[config.mk]
export PLATFORM = sky130hd
export DESIGN_NAME = codec_op_seq
export DESIGN_NICKNAME = d
export VERILOG_FILES = /design/src/rtl/cs_pkg.sv /design/src/rtl/cs_op_arbiter.sv /design/src/rtl/cs_sym_counter.sv /design/src/rtl/cs_phase_fsm.sv /design/src/rtl/codec_op_seq.sv
export SDC_FILE = /design/constraint.sdc
export NUM_CORES = 1
export LEC_CHECK = 0
export BUFFER_PORTS_ARGS = -buffer_cell sky130_fd_sc_hd__buf_2
export CAP_MARGIN = 40
export CORE_ASPECT_RATIO = 0.5
export CORE_MARGIN = 2
export CORE_UTILIZATION = 50
export DETAILED_ROUTE_END_ITERATION = 16
export GPL_TIMING_DRIVEN = 1
export PLACE_DENSITY = 0.81
export SYNTH_ARGS = -nofsm -noshare
export SYNTH_HDL_FRONTEND = slang
export SYNTH_SLANG_ARGS = --single-unit
[constraint.sdc]
create_clock -name clk -period 6.7 [get_ports clk]
set_clock_uncertainty 0.2 [all_clocks]
set_input_delay 1.34 -clock clk [delete_from_list [all_inputs] [get_ports clk]]
set_output_delay 1.34 -clock clk [all_outputs]
set_load 0.03 [all_outputs]
[src/rtl/cs_pkg.sv]
package cs_pkg;
  localparam int DEC_BIT  = 2;
  localparam int ENC_BIT  = 3;
  localparam int EQ_BIT   = 4;
  localparam int FLEN_BIT = 5;
  localparam int CONT_BIT = 6;
  localparam int N_OPS    = 3;
  localparam int OP_LSB   = DEC_BIT;

  typedef enum logic {
    PH_RUN   = 1'b0,
    PH_FLUSH = 1'b1
  } phase_t;
endpackage

[src/rtl/cs_op_arbiter.sv]
module cs_op_arbiter #(
  parameter int N = 3
) (
  input  logic         clk,
  input  logic         rst,
  input  logic [N-1:0] req,
  output logic [N-1:0] grant,
  output logic         conflict
);
  // lowest index wins: loop from the top so lower indices override
  always_comb begin
    grant = '0;
    for (int i = N - 1; i >= 0; i--) begin
      if (req[i]) begin
        grant    = '0;
        grant[i] = 1'b1;
      end
    end
  end

  assign conflict = ($countones(req) > 1);

  p_single_grant_r10: assert property (@(posedge clk) disable iff (rst)
    $onehot0(grant));
  p_grant_from_req_r10: assert property (@(posedge clk) disable iff (rst)
    (req != '0) |-> (grant != '0));
endmodule

[src/rtl/cs_sym_counter.sv]
module cs_sym_counter #(
  parameter int W = 16
) (
  input  logic         clk,
  input  logic         rst,
  input  logic         ld,
  input  logic [W-1:0] ld_val,
  input  logic         step,
  output logic [W-1:0] cnt_q,
  output logic         zero
);
  assign zero = (cnt_q == '0);

  always_ff @(posedge clk) begin
    if (rst)               cnt_q <= '0;
    else if (ld)           cnt_q <= ld_val;
    else if (step && !zero) cnt_q <= cnt_q - 1'b1;
  end

  p_step_down_r2: assert property (@(posedge clk) disable iff (rst)
    ($past(step) && !$past(ld) && ($past(cnt_q) != '0))
      |-> (cnt_q == $past(cnt_q) - 1'b1));
  p_floor_r2: assert property (@(posedge clk) disable iff (rst)
    ($past(cnt_q) == '0 && !$past(ld)) |-> (cnt_q == '0));
endmodule

[src/rtl/cs_phase_fsm.sv]
module cs_phase_fsm
  import cs_pkg::*;
#(
  parameter int N  = N_OPS,
  parameter int CW = 8
) (
  input  logic          clk,
  input  logic          rst,
  input  logic [N-1:0]  grant,
  input  logic          flen,
  input  logic          cont,
  input  logic          zero,
  input  logic          flush_done,
  output logic          step_ok,
  output logic [CW-1:0] clr,
  output logic          flush_start_q,
  output phase_t        phase_q
);
  logic   op_valid, is_enc, go_flush;
  phase_t phase_d;

  assign op_valid = |grant;
  assign is_enc   = grant[ENC_BIT-OP_LSB];

  always_comb begin
    clr      = '0;
    step_ok  = 1'b0;
    go_flush = 1'b0;
    phase_d  = phase_q;
    if (op_valid) begin
      if (phase_q == PH_RUN) begin
        step_ok = cont || !zero;
        if (flen) begin
          if (is_enc) begin
            clr[FLEN_BIT] = 1'b1;
            if (!cont) clr[ENC_BIT] = 1'b1;
          end else begin
            go_flush = 1'b1;
          end
        end else if (zero && !cont) begin
          if (is_enc) clr[ENC_BIT] = 1'b1;
          else        go_flush = 1'b1;
        end
        if (go_flush) begin
          phase_d = PH_FLUSH;
          step_ok = 1'b0;
        end
      end else if (flush_done) begin
        clr[FLEN_BIT] = 1'b1;
        if (!cont) begin
          for (int i = 0; i < N; i++)
            if (grant[i]) clr[OP_LSB+i] = 1'b1;
        end
        phase_d = PH_RUN;
      end
    end
  end

  always_ff @(posedge clk) begin
    if (rst) begin
      phase_q       <= PH_RUN;
      flush_start_q <= 1'b0;
    end else begin
      phase_q       <= phase_d;
      flush_start_q <= go_flush;
    end
  end

  p_flush_once_r3: assert property (@(posedge clk) disable iff (rst)
    flush_start_q |=> !flush_start_q);
  p_flush_enters_phase_r3: assert property (@(posedge clk) disable iff (rst)
    flush_start_q |-> (phase_q == PH_FLUSH));
endmodule

[src/rtl/codec_op_seq.sv]
module codec_op_seq
  import cs_pkg::*;
#(
  parameter int CTRL_W = 8,
  parameter int CNT_W  = 16,
  parameter int PATH_W = 6
) (
  input  logic              clk,
  input  logic              rst,
  input  logic              host_wr,
  input  logic [CTRL_W-1:0] host_wdata,
  input  logic              cnt_wr,
  input  logic [CNT_W-1:0]  cnt_wdata,
  input  logic              path_wr,
  input  logic [PATH_W-1:0] path_wdata,
  input  logic              step_done,
  input  logic              flush_done,
  output logic [CTRL_W-1:0] ctrl_rd,
  output logic [CNT_W-1:0]  cnt_rd,
  output logic              run_en,
  output logic              flush_start,
  output logic [PATH_W-1:0] flush_path,
  output logic              done_pulse,
  output logic              conflict_err
);
  localparam int OP_MSB = OP_LSB + N_OPS - 1;

  logic [CTRL_W-1:0] ctrl_q, clr;
  logic [PATH_W-1:0] path_q;
  logic [N_OPS-1:0]  grant;
  logic              conflict, zero, step_ok, op_valid, done_q, err_q;
  phase_t            phase;

  cs_op_arbiter #(.N(N_OPS)) u_arb (
    .clk(clk), .rst(rst), .req(ctrl_q[OP_MSB:OP_LSB]),
    .grant(grant), .conflict(conflict)
  );

  cs_sym_counter #(.W(CNT_W)) u_cnt (
    .clk(clk), .rst(rst), .ld(cnt_wr), .ld_val(cnt_wdata),
    .step(step_ok && step_done), .cnt_q(cnt_rd), .zero(zero)
  );

  cs_phase_fsm #(.N(N_OPS), .CW(CTRL_W)) u_fsm (
    .clk(clk), .rst(rst), .grant(grant),
    .flen(ctrl_q[FLEN_BIT]), .cont(ctrl_q[CONT_BIT]), .zero(zero),
    .flush_done(flush_done), .step_ok(step_ok), .clr(clr),
    .flush_start_q(flush_start), .phase_q(phase)
  );

  assign op_valid = |grant;

  always_ff @(posedge clk) begin
    if (rst) begin
      ctrl_q <= '0;
      path_q <= '0;
      done_q <= 1'b0;
      err_q  <= 1'b0;
    end else begin
      ctrl_q <= host_wr ? host_wdata : (ctrl_q & ~clr);
      if (path_wr) path_q <= path_wdata;
      done_q <= |clr;
      err_q  <= conflict;
    end
  end

  assign ctrl_rd      = ctrl_q;
  assign flush_path   = path_q;
  assign done_pulse   = done_q;
  assign conflict_err = err_q;
  assign run_en       = step_ok;

  p_halt_holds_count_r6: assert property (@(posedge clk) disable iff (rst)
    (!$past(op_valid) && !$past(cnt_wr)) |-> $stable(cnt_rd));
  p_halt_holds_phase_r6: assert property (@(posedge clk) disable iff (rst)
    !$past(op_valid) |-> (phase == $past(phase)));
  p_dec_clear_after_flush_r3: assert property (@(posedge clk) disable iff (rst)
    ($fell(ctrl_q[DEC_BIT]) && !$past(host_wr)) |-> $past(flush_done));
  p_cont_keeps_ops_r5: assert property (@(posedge clk) disable iff (rst)
    ($past(ctrl_q[CONT_BIT]) && !$past(host_wr))
      |-> (ctrl_q[OP_MSB:OP_LSB] == $past(ctrl_q[OP_MSB:OP_LSB])));
  p_done_follows_clear_r12: assert property (@(posedge clk) disable iff (rst)
    (done_pulse && !$past(host_wr)) |-> (ctrl_q != $past(ctrl_q)));
endmodule

# Yosys cells after proc, flatten, opt, wreduce, memory -nomap -nowiden
# Cells that the tools add are included.
# classes
bitwise,3
muxes,32
add_sub_neg,3
order_cmp,1
reduce_logical,11
# op_table
cell,n
$add 32x1->32,1
$gt 32x2->1 const B,1
$mux 16,2
$mux 1,23
$logic_not 16->1,1
$sub 16x1->16 const B,1
$mux 3,4
$and 8x8->8,1
$mux 4,2
$mux 8,1
$not 6->8,1
$reduce_or 3->1,2
$reduce_or 4->1,1
$logic_and 1x1->1,3
$add 1x1->2,1
$logic_not 1->1,2
$reduce_bool 2->1,1
$logic_or 1x1->1,1
$not 1->1,1
# totals
ff_bits,34
wordCells,57

# Depth between registers and ports, before layout
# logic_depth
word_depth,15
mapped_depth,7
depth_no_buf,7

# By module
# A second synthesis with hierarchy kept.
# hier_totals
hier_cells,204
area_unflattened_um2,1770.4
# by_module_without_submodules
mod,area_each_um2,cells_per_inst,instances
cs_sym_counter,944.7,114,1
codec_op_seq,593.1,60,1
cs_phase_fsm,183.9,25,1
cs_op_arbiter,48.8,5,1

# Worst setup path before layout
# OpenSTA, ideal clock, no wires.
# synth_timing
kind,reg2out
start,"register ctrl_q[2], in the netlist ctrl_rd[2]"
end,output run_en
arrival_time_ns,2.649
setup_slack_ns,2.511
required_time_ns,5.160
stages_incl_launch_ff,6
path_cell_list,dfxtp_1 -> inv_1 -> ha_1 -> inv_1 -> nor2_1 -> a2111oi_0
# synth_between
elab_chain_cells,9
elab_cells_between_ends,10
# synth_rtl
element,line,text
from (decl),codec_op_seq.sv:28,"logic [CTRL_W-1:0] ctrl_q, clr;"
from (signal assigned),codec_op_seq.sv:60,ctrl_q <= host_wr ? host_wdata : (ctrl_q & ~clr);
$mux 3 *,cs_op_arbiter.sv:14,if (req[i]) begin
$mux 1,"cs_phase_fsm.sv:34, cs_phase_fsm.sv:41",
$mux 1,cs_phase_fsm.sv:40,end else if (zero && !cont) begin
$mux 1,cs_phase_fsm.sv:33,if (flen) begin
$mux 1,cs_phase_fsm.sv:31,if (phase_q == PH_RUN) begin
$mux 1,cs_phase_fsm.sv:30,if (op_valid) begin
$mux 1,cs_phase_fsm.sv:44,if (go_flush) begin
$mux 1,cs_phase_fsm.sv:31,
$mux 1 *,cs_phase_fsm.sv:30,
to (decl),codec_op_seq.sv:20,"output logic run_en,"
# Every way passes the cells marked *; elsewhere a longest branch is shown, timed or not. The select of a mux whose other input is x is not followed.

# Worst setup path in the final report
# layout_timing
start,register u_cnt.cnt_q[6]
end,output run_en
# layout_between
elab_chain_cells,9
elab_cells_between_ends,11
# layout_rtl
element,line,text
from (decl),cs_sym_counter.sv:9,"output logic [W-1:0] cnt_q,"
from (signal assigned),cs_sym_counter.sv:16,else if (ld) cnt_q <= ld_val;
from (signal assigned),cs_sym_counter.sv:17,else if (step && !zero) cnt_q <= cnt_q - 1'b1;
$logic_not 16->1 *,cs_sym_counter.sv:12,assign zero = (cnt_q == '0);
$logic_and 1x1->1,cs_phase_fsm.sv:40,
$mux 1,cs_phase_fsm.sv:40,
$mux 1,cs_phase_fsm.sv:33,
$mux 1,cs_phase_fsm.sv:31,
$mux 1,cs_phase_fsm.sv:30,
$mux 1 *,cs_phase_fsm.sv:44,
$mux 1 *,cs_phase_fsm.sv:31,
$mux 1 *,cs_phase_fsm.sv:30,
# Marked as above.

==> reports/qor.txt <==
NetSw = 168.3 uW
Final Max Slew Viols = 0
f_max = 238.4 MHz
Core Area = 3528 um^2
MaxCap Viol Count = 0
Post-Syn Area = 1883 um^2
fin crit period = 4.195 ns
DP Wirelength = 3087 um
Worst VDD drop = 0.1043 mV
Final ANT Viol Nets = 0
vias per std cell = 5.258
CP required = 5.16 ns
Synth top area share = 36.15%
Post-synth ARST share = 0%
most frequent cell after synthesis = dfxtp_1
Startpoint Class = flop
port bufs = 70
vias in the first global route = 1,528
top_reg_cell synth = dfxtp_1
commonest cells in the netlist = 34 x dfxtp_1, 21 x inv_1, 21 x nor2_1
crit path max fanout = 7
first-pass GRT wire length = 6948 um
Min Hold Slack = 0.2946 ns
r2r setup slk = 3.90 ns
initial antenna violation count = 0
die width = 90.79 um
clock tree buffer depth = 2
Mapped Nets = 260
WL per Instance = 12.67 um
Netlist cell types = 44
fin nets = 323
Synth area leaders = dfxtp_1 36%, mux2i_1 5.8%, o21a_1 5.6%, xor2_1 5.1%, a21oi_1 5.0%
synthesized flop and latch total = 34
Syn Inst Count = 218
die footprint = 4303 um^2
kind of critical path = reg2out
violation count after the first detailed-route iteration = 89
Yosys top cell by area = dfxtp_1
Area growth syn-to-layout = 24.05%
internal power = 346.2 uW
HP Class = reg2reg
GR Util All Layers = 20.19%
grt ovf = 0
placer congestion estimate = 0.7927
ANT cells = 0
Post-Layout Cell Count = 333
Final Setup Violations = 0
Avg Inst Size Synth = 8.638 um^2
Leak = 1.137 nW
Synthesis Warnings = 0
CTS resizes = 0
final wirelength = 4219 um
CTS H-tree depth = 2
RSZ-0062 raised after global routing = no
sw frac = 32.72%
share of power burned in registers = 44.8%
Sink Count = 34
worst slew pin tran = 0.6615 ns
clock share of power = 30.8%
final hold violations = 0
Vias = 1,751
cts-stage hold buffer count = 0
pin count of the biggest net entering global routing = 37
crit path DAT = 2.66 ns
Rel. slew slack = 55.71%
Remaining DRCs = 0
EDFF count, synth = 0
Final period util = 62.61%
Post-Place Cells = 325
io pins = 71
setup TNS = 0 ns
pwr/cell area = 220.3 nW/um^2
Setup Fix Bufs, Post-CTS = 0
CTS root buf = clkbuf_8
CTS buffer count = 5
Chip Height = 47.40 um
combinational share of power = 24.4%
outcome = completed
Initial Utilization = 53.37%
Clock Latency Late Sink = 0.28 ns
TritonRoute pass-1 iters = 5
Reg clk slew, reported paths = 0.07 ns
post-route cell area = 2336 um^2
CP Capture Type = output pin
share of cells above drive strength 1 = 32.98%
sequential-to-total area share from yosys stat = 36.15%
placed inst area = 2241 um^2
Rows = 15
CTS tree = yes
## power by group through the flow
stage	Clock [mW]	Combinational [mW]	Sequential, mW
floorplan	0	0.0687	0.255
global placement	0	0.123	0.233
detailed placement	0	0.125	0.235
CTS	0.165	0.126	0.230
global route	0.171	0.138	0.232
finish	0.158	0.126	0.231
## critical path, cell delays in order, from the launching register on
cell       delay, ns
dfxtp_1         0.36
or4_4           0.59
or4_2           0.70
nor4_1          0.41
a2111oi_0       0.12
buf_2           0.20
## sequential cells by signal (all words and copies together), names as in the netlist
register,cells
conflict_err,1
u_fsm.phase_q,1
flush_path,6
u_cnt.cnt_q,16
u_fsm.flush_start_q,1
done_pulse,1
ctrl_rd,8
## final timing paths
| check | from | end | depth (start not counted) |
|---|---|---|---|
| min reg2reg | flush_path[2]$_SDFFE_PP0P_ | flush_path[2]$_SDFFE_PP0P_ | 2 |
| min | flush_path[2]$_SDFFE_PP0P_ | flush_path[2]$_SDFFE_PP0P_ | 2 |
| max reg2reg | u_cnt.cnt_q[10]$_SDFFE_PP0P_ | ctrl_rd[3]$_SDFF_PP0_ | 5 |
| max | u_cnt.cnt_q[6]$_SDFFE_PP0P_ | run_en | 5 |
## logic make-up (layout without fill, tap and decap cells)
family,Yosys count,after routing,share of synthesized area (%)
multiplexers,11,11,5.847
adder cells (fa/ha/maj),5,5,3.322
AO/OA/AOI/OAI,56,56,21.00
XOR/XNOR,12,12,5.581
flip-flops,34,34,36.15
buffers and inverters,36,100,7.574
AND/OR/NAND/NOR,64,64,20.53
## routing by layer
layer,vias to the layer above,wire [um],global-route usage [%]
met5,-,0,0
met4,0,25,4.545
met3,4,232,5.618
met2,49,1913,33.73
met1,794,2047,27.05
li1,904,-,-
## area by class of cell
cell class / count / area, um^2
clock inverter: 2 / 12.51
clock buffer: 6 / 82.58
timing repair buffer: 71 / 357.8
multi-input combinational: 148 / 1060
inverter: 21 / 78.83
tap: 51 / 63.81
sequential: 34 / 680.7
fill: 321 / 1192
## stage by stage
stage          setup WS (ns)  util, %  total power, mW
2_1_floorplan          2.511        -           0.3241
3_3_place_gp           2.863    63.30           0.3561
3_5_place_dp           2.801    63.51           0.3599
4_1_cts                2.491    66.21           0.5209
5_1_grt                2.401    66.21           0.5419
6_report               2.505    66.21           0.5145
## cell usage in the layout (no fill, tap or decap), types with 4 or more instances in the layout
cell type	n
nor3_1	6
dfxtp_1	34
nor2_1	21
mux2i_1	11
xor2_1	11
buf_2	70
clkbuf_8	6
o21a_1	14
a21oi_1	19
nand2_1	4
a2111oi_0	6
ha_1	5
inv_1	21
or2_2	4
nor4_1	4
Note: power is estimated with default switching activity, not from simulation.
